### config.mk
export PLATFORM = sky130hd
export DESIGN_NAME = sram_cycle_ctrl
export DESIGN_NICKNAME = d
export VERILOG_FILES = /design/src/rtl/sram_ctl_pkg.sv /design/src/rtl/sram_ctl_fsm.sv /design/src/rtl/sram_ctl_dpath.sv /design/src/rtl/sram_cycle_ctrl.sv
export SDC_FILE = /design/constraint.sdc
export NUM_CORES = 1
export LEC_CHECK = 0
export ABC_AREA = 1
export CAP_MARGIN = 30
export CORE_ASPECT_RATIO = 1.25
export CORE_UTILIZATION = 46
export DETAILED_ROUTE_END_ITERATION = 8
export PLACE_DENSITY = 0.84
export SETUP_SLACK_MARGIN = 0.2
export SLEW_MARGIN = 20
export SYNTH_ARGS = -nofsm -noshare
export SYNTH_HDL_FRONTEND = slang
export SYNTH_SLANG_ARGS = --single-unit
### constraint.sdc
create_clock -name clk -period 2.6 [get_ports clk]
set_input_delay 0.52 -clock clk [delete_from_list [all_inputs] [get_ports clk]]
set_output_delay 0.52 -clock clk [all_outputs]
set_load 0.01 [all_outputs]
### src/rtl/sram_ctl_pkg.sv
package sram_ctl_pkg;

  typedef enum logic [2:0] {
    ST_IDLE,
    ST_RD,
    ST_TURN,
    ST_WSET,
    ST_WPULSE,
    ST_WHOLD
  } ctlState_e;

  // registered memory-side controls, decoded from the next state
  typedef struct packed {
    logic busy;
    logic chipSel;
    logic outEn;
    logic wrStrobe;
    logic drvEn;
  } pinCtl_t;

  // strobes from control to datapath
  typedef struct packed {
    logic load;
    logic capture;
  } ctlStrobe_t;

  function automatic int cyclesFor(input int ns, input int period);
    int c;
    c = (ns + period - 1) / period;
    return (c < 1) ? 1 : c;
  endfunction

  function automatic int maxOf(input int a, input int b);
    return (a > b) ? a : b;
  endfunction

endpackage

### src/rtl/sram_ctl_fsm.sv
module sram_ctl_fsm
  import sram_ctl_pkg::*;
#(
  parameter int CLK_PERIOD_NS = 10,
  parameter int T_RC_NS       = 55,
  parameter int T_AA_NS       = 55,
  parameter int T_DOE_NS      = 25,
  parameter int T_HZOE_NS     = 20,
  parameter int T_WC_NS       = 50,
  parameter int T_PWE_NS      = 25,
  parameter int T_AW_NS       = 40,
  parameter int T_SD_NS       = 25
) (
  input  logic       clk,
  input  logic       rstN,
  input  logic       reqValid,
  input  logic       reqWrite,
  output ctlStrobe_t strobe,
  output pinCtl_t    pins
);

  localparam int RD_CYC = maxOf(cyclesFor(T_RC_NS, CLK_PERIOD_NS),
                          maxOf(cyclesFor(T_AA_NS, CLK_PERIOD_NS),
                                cyclesFor(T_DOE_NS, CLK_PERIOD_NS)));
  localparam int TURN_CYC = cyclesFor(T_HZOE_NS, CLK_PERIOD_NS);
  localparam int WPULSE_CYC = maxOf(1,
                              maxOf(cyclesFor(T_WC_NS, CLK_PERIOD_NS) - 2,
                              maxOf(cyclesFor(T_PWE_NS, CLK_PERIOD_NS),
                              maxOf(cyclesFor(T_AW_NS, CLK_PERIOD_NS),
                                    cyclesFor(T_SD_NS, CLK_PERIOD_NS)))));
  localparam int CNT_MAX = maxOf(RD_CYC, maxOf(TURN_CYC, WPULSE_CYC));
  localparam int CNT_W   = maxOf(1, $clog2(CNT_MAX + 1));

  ctlState_e  state, stateNext;
  logic [CNT_W-1:0] cnt, cntNext;
  pinCtl_t    pinsQ;
  logic       accept;
  logic       cntDone;

  assign accept  = reqValid && (state == ST_IDLE);
  assign cntDone = (cnt == '0);

  always_comb begin
    stateNext = state;
    cntNext   = cnt;
    case (state)
      ST_IDLE: begin
        if (accept) begin
          if (reqWrite) begin
            stateNext = ST_WSET;
            cntNext   = '0;
          end else begin
            stateNext = ST_RD;
            cntNext   = CNT_W'(RD_CYC - 1);
          end
        end
      end
      ST_RD: begin
        if (cntDone) begin
          stateNext = ST_TURN;
          cntNext   = CNT_W'(TURN_CYC - 1);
        end else begin
          cntNext = cnt - 1'b1;
        end
      end
      ST_TURN: begin
        if (cntDone) stateNext = ST_IDLE;
        else         cntNext   = cnt - 1'b1;
      end
      ST_WSET: begin
        stateNext = ST_WPULSE;
        cntNext   = CNT_W'(WPULSE_CYC - 1);
      end
      ST_WPULSE: begin
        if (cntDone) stateNext = ST_WHOLD;
        else         cntNext   = cnt - 1'b1;
      end
      ST_WHOLD: stateNext = ST_IDLE;
      default:  stateNext = ST_IDLE;
    endcase
  end

  function automatic pinCtl_t decodePins(input ctlState_e s);
    pinCtl_t p;
    p = '0;
    case (s)
      ST_IDLE:   p = '0;
      ST_RD:     begin p.busy = 1'b1; p.chipSel = 1'b1; p.outEn = 1'b1; end
      ST_TURN:   p.busy = 1'b1;
      ST_WSET:   begin p.busy = 1'b1; p.chipSel = 1'b1; p.drvEn = 1'b1; end
      ST_WPULSE: begin p.busy = 1'b1; p.chipSel = 1'b1; p.drvEn = 1'b1; p.wrStrobe = 1'b1; end
      ST_WHOLD:  begin p.busy = 1'b1; p.chipSel = 1'b1; p.drvEn = 1'b1; end
      default:   p = '0;
    endcase
    return p;
  endfunction

  always_ff @(posedge clk or negedge rstN) begin
    if (!rstN) begin
      state <= ST_IDLE;
      cnt   <= '0;
      pinsQ <= '0;
    end else begin
      state <= stateNext;
      cnt   <= cntNext;
      pinsQ <= decodePins(stateNext);
    end
  end

  assign pins           = pinsQ;
  assign strobe.load    = accept;
  assign strobe.capture = (state == ST_RD) && cntDone;

  // checker counters
  logic [7:0] weLowCnt;
  logic [7:0] oeHighCnt;
  always_ff @(posedge clk or negedge rstN) begin
    if (!rstN) begin
      weLowCnt  <= '0;
      oeHighCnt <= 8'hFF;
    end else begin
      if (!pinsQ.wrStrobe)      weLowCnt <= '0;
      else if (weLowCnt != 8'hFF) weLowCnt <= weLowCnt + 1'b1;
      if (pinsQ.outEn)           oeHighCnt <= '0;
      else if (oeHighCnt != 8'hFF) oeHighCnt <= oeHighCnt + 1'b1;
    end
  end


  oe_vs_we_chk: assert property (@(posedge clk) disable iff (!rstN)
    pinsQ.wrStrobe |-> !pinsQ.outEn);


  oe_vs_drv_chk: assert property (@(posedge clk) disable iff (!rstN)
    pinsQ.drvEn |-> !pinsQ.outEn);


  we_width_chk: assert property (@(posedge clk) disable iff (!rstN)
    $fell(pinsQ.wrStrobe) |-> (weLowCnt >= 8'(WPULSE_CYC)));


  turn_gap_chk: assert property (@(posedge clk) disable iff (!rstN)
    $rose(pinsQ.drvEn) |-> (oeHighCnt >= 8'(TURN_CYC)));

endmodule

### src/rtl/sram_ctl_dpath.sv
module sram_ctl_dpath
  import sram_ctl_pkg::*;
#(
  parameter int ADDR_W = 13,
  parameter int DATA_W = 8
) (
  input  logic              clk,
  input  logic              rstN,
  input  ctlStrobe_t        strobe,
  input  pinCtl_t           pins,
  input  logic [ADDR_W-1:0] reqAddr,
  input  logic [DATA_W-1:0] reqWdata,
  input  logic [DATA_W-1:0] memDqIn,
  output logic [ADDR_W-1:0] memAddr,
  output logic [DATA_W-1:0] memDqOut,
  output logic [DATA_W-1:0] rdData,
  output logic              rdValid
);

  logic [ADDR_W-1:0] addrQ;
  logic [DATA_W-1:0] wdataQ;
  logic [DATA_W-1:0] rdDataQ;
  logic              rdValidQ;

  always_ff @(posedge clk or negedge rstN) begin
    if (!rstN) begin
      addrQ  <= '0;
      wdataQ <= '0;
    end else if (strobe.load) begin
      addrQ  <= reqAddr;
      wdataQ <= reqWdata;
    end
  end

  always_ff @(posedge clk or negedge rstN) begin
    if (!rstN) begin
      rdDataQ  <= '0;
      rdValidQ <= 1'b0;
    end else begin
      rdValidQ <= strobe.capture;
      if (strobe.capture) rdDataQ <= memDqIn;
    end
  end

  assign memAddr  = addrQ;
  assign memDqOut = wdataQ;
  assign rdData   = rdDataQ;
  assign rdValid  = rdValidQ;


  addr_hold_chk: assert property (@(posedge clk) disable iff (!rstN)
    (pins.chipSel && $past(pins.chipSel)) |-> $stable(addrQ));


  rdvalid_src_chk: assert property (@(posedge clk) disable iff (!rstN)
    rdValidQ |-> $past(pins.outEn));

endmodule

### src/rtl/sram_cycle_ctrl.sv
module sram_cycle_ctrl
  import sram_ctl_pkg::*;
#(
  parameter int ADDR_W        = 13,
  parameter int DATA_W        = 8,
  parameter int CLK_PERIOD_NS = 10
) (
  input  logic              clk,
  input  logic              rstN,
  input  logic              reqValid,
  input  logic              reqWrite,
  input  logic [ADDR_W-1:0] reqAddr,
  input  logic [DATA_W-1:0] reqWdata,
  output logic              ready,
  output logic [DATA_W-1:0] rdData,
  output logic              rdValid,
  output logic              memCe1N,
  output logic              memCe2,
  output logic              memOeN,
  output logic              memWeN,
  output logic [ADDR_W-1:0] memAddr,
  output logic [DATA_W-1:0] memDqOut,
  output logic              memDqOe,
  input  logic [DATA_W-1:0] memDqIn
);

  ctlStrobe_t strobe;
  pinCtl_t    pins;

  sram_ctl_fsm #(.CLK_PERIOD_NS(CLK_PERIOD_NS)) uFsm (
    .clk      (clk),
    .rstN     (rstN),
    .reqValid (reqValid),
    .reqWrite (reqWrite),
    .strobe   (strobe),
    .pins     (pins)
  );

  sram_ctl_dpath #(.ADDR_W(ADDR_W), .DATA_W(DATA_W)) uDpath (
    .clk      (clk),
    .rstN     (rstN),
    .strobe   (strobe),
    .pins     (pins),
    .reqAddr  (reqAddr),
    .reqWdata (reqWdata),
    .memDqIn  (memDqIn),
    .memAddr  (memAddr),
    .memDqOut (memDqOut),
    .rdData   (rdData),
    .rdValid  (rdValid)
  );

  assign ready   = !pins.busy;
  assign memCe1N = !pins.chipSel;
  assign memCe2  = pins.chipSel;
  assign memOeN  = !pins.outEn;
  assign memWeN  = !pins.wrStrobe;
  assign memDqOe = pins.drvEn;

endmodule

==> flow_summary.toml <==
[outcome]
status = "finished, violations left"
violations = "design-rule violations"

[die]
fp-row-count = 24
design.die.area_um2 = 4070
initial_utilization_pct = 49.2
die_h_um = 71.1
io-pin-count = 69
coreArea_um2 = 3570
dieWidth_um = 57.3

[clocking]
clk_latency_ps = 290
postCtsSetupRepairBufs = 0
cts_buffer_depth = 2
path_clk_slew_ps = 70
cts_buffers = 5
h-tree-depth = 2
cts-resized-gates = 0
cts_root_buffer = "clkbuf_8"
clock-sinks = 41
tritoncts = "done"
cts_hold_buf = 0

[layout]
fin_area_um2 = 2560
layout_common_cells = "nand2_1 (113), clkdlybuf4s50_1 (67), dfrtp_1 (41)"
drive_gt1_share_pct = 9.19
final_cell_count_no_fill = 322
num_antenna_cells = 0
finalNetCount = 319
mostFrequentLayoutCell = "nand2_1"
syn_to_final_growth_pct = 45.6

[worst_hold_path]
worstHoldPathType = "in -> async"

[routing]
drtAntennaViolNets = 0
wire_per_inst_um = 11.1
drt-total-wl_mm = 3.58
vias = 1506
drc_errors = 2
first_iter_violations = 70
via_per_inst = 4.68
drtPass1Iterations = 6

[yosys]
ys_ff_latch = 41
synth-compound-area-share_pct = 1.99
syn-cell-area_um2 = 1760
ys_warn_count = 0
synthAdderAreaFrac_pct = 1.42
synth_top_family_by_area = "simple AND/OR/NAND/NOR gates"
yosys.area_share.xor_xnor_pct = 0.498
syn-num-nets = 246
synth-simple-area-share_pct = 31.4
synth_cell_type_count = 17
synthMuxAreaShare_pct = 0
yosysSeqAreaShare_pct = 58.4
syn_area_per_cell_um2 = 8.33
synthCells = 211

[sta]
final.period_utilization_pct = 67.9
worst_pin_slew_ps = 320
finClkSkew_ps = 2.52
period_minus_slack_ps = 1770
rsz0062_at_grt = "no"
final_max_slew_viol_count = 0
tns_ps = 0
setup_viol = 0
relSlewSlack_pct = 78.6
timing.fmax_ghz = 0.566
hold_viol_final = 0

[pwr]
p_per_area_nw_per_um2 = 1170
seq_power_share_pct = 37.2
switching_share_pct = 37.8
switching_power_w = 0.00114
p_int_w = 0.00187
ir_drop_mv = 0.556
power_frac_comb_pct = 50.3
pwr-share-clk_pct = 12.4
p_leak_nw = 1.35

[worst_setup_path]
cp_slowest_cell = "clkdlybuf4s50_1"
worstPathCellList = "inv_1 -> clkdlybuf4s50_1"
startpoint_type = "register"
cp_slowest_stage_delay_ps = 530
reg2reg_slack_ps = 1160
crit_type = "reg -> out"
cp.required_ps = 2080
rr_worst_depth = 9
cp.depth = 2
cp-end-kind = "output port"
crit_family = "buffers and inverters"
critPathArrivalTime_ps = 1250
path_max_fanout = 1
crit_start = "uFsm.pins[2]"
rr_startpoint = "uFsm.cnt[0]"
endpoint = "memOeN"
crit_buf_inv = 2
worstReg2RegEnd = "uFsm.pins[4]"

[global_route]
grt-busiest-layer = "met2"
grt_pass1_wl_mm = 6.11
overflow = 0
grt_use_met3_pct = 5.48
grt_pass1_vias = 1481
globalRouteMet1Util_pct = 22.5
track_usage_pct = 19.5
antenna_found_initial = 0
grt_start_max_net_pins = 42
met2_usage_pct = 34.0

[placement]
dp.cells = 315
io_buffer_count = 68
hpwlAfterDp_mm = 2.66
place_congestion = 0.838
place_area_um2 = 2460

[flow_run]
drv_cap = 0
[power by group through the flow]
stage	sequential, W	clock, W	combinational, W
6_report	0.00112	0.000373	0.00151
5_1_grt	0.00115	0.000406	0.00168
4_1_cts	0.00112	0.000385	0.00153
3_5_place_dp	0.00112	0	0.00153
3_3_place_gp	0.00112	0	0.00149
2_1_floorplan	0.00121	0	0.000710
[per-layer routing]
metal	share of wire, %	wire [µm]
met3	5.8	208
met2	52	1860
met1	40	1450
met5	0	0
met4	2.0	70
[layout make-up]
cell class | count | area (µm²)
fill | 299 | 1010
multi-input combinational | 143 | 621
tap | 39 | 48.8
inverter | 23 | 86.3
timing repair buffer | 70 | 703
clock inverter | 1 | 5.00
clock buffer | 5 | 68.8
sequential | 41 | 1030
[stage by stage]
step	hold WS (ps)	utilization, %	setup WS [ps]	total power (W)
5_1_grt	119	71.6	764	0.00324
6_report	105	71.6	834	0.00300
4_1_cts	381	71.0	818	0.00304
3_3_place_gp	462	69.0	940	0.00261
3_5_place_dp	465	69.0	887	0.00265
2_1_floorplan	224	-	1330	0.00192
[cells by family (layout without fill, tap and decap cells)]
logic type | after synthesis | count (layout)
AND/OR/NAND/NOR | 136 | 136
buffers and inverters | 27 | 99
AO/OA/AOI/OAI | 4 | 4
adder cells (fa/ha/maj) | 2 | 2
XOR/XNOR | 1 | 1
flip-flops | 41 | 41
[worst min path at each step]
stage / slack, ps / from / end
after CTS: 380 / rstN / uFsm.pins[0]
after detailed placement: 460 / uDpath.memDqOut[7] / uDpath.memDqOut[7]
after global placement: 460 / uDpath.memDqOut[6] / uDpath.memDqOut[6]
after global routing: 120 / rstN / uDpath.rdData[0]
final: 110 / rstN / uFsm.pins[0]
after floorplan: 220 / rstN / uDpath.memAddr[0]
[flip-flops by register name, summed over array words and instances, names as in the netlist]
name	flops
uDpath.memDqOut	8
uFsm.cnt	3
uDpath.rdData	8
uDpath.rdValid	1
uDpath.memAddr	13
uFsm.state	3
uFsm.pins	5
[cells in the mapped netlist]
library cell	n	area (µm²)
nand3_2	2	20.0
inv_2	6	22.5
inv_1	17	63.8
nand2_4	1	11.3
dfrtp_1	41	1030
xor2_1	1	8.76
buf_2	2	10.0
ha_1	2	25.0
nor2_2	2	12.5
a21oi_4	1	16.3
o21ai_2	1	8.76
o21ai_0	2	10.0
nand2_1	113	424
nor2_1	9	33.8
nand2_2	4	25.0
nand3_1	5	25.0
buf_4	2	15.0
Power figures use the tool's default switching activity.
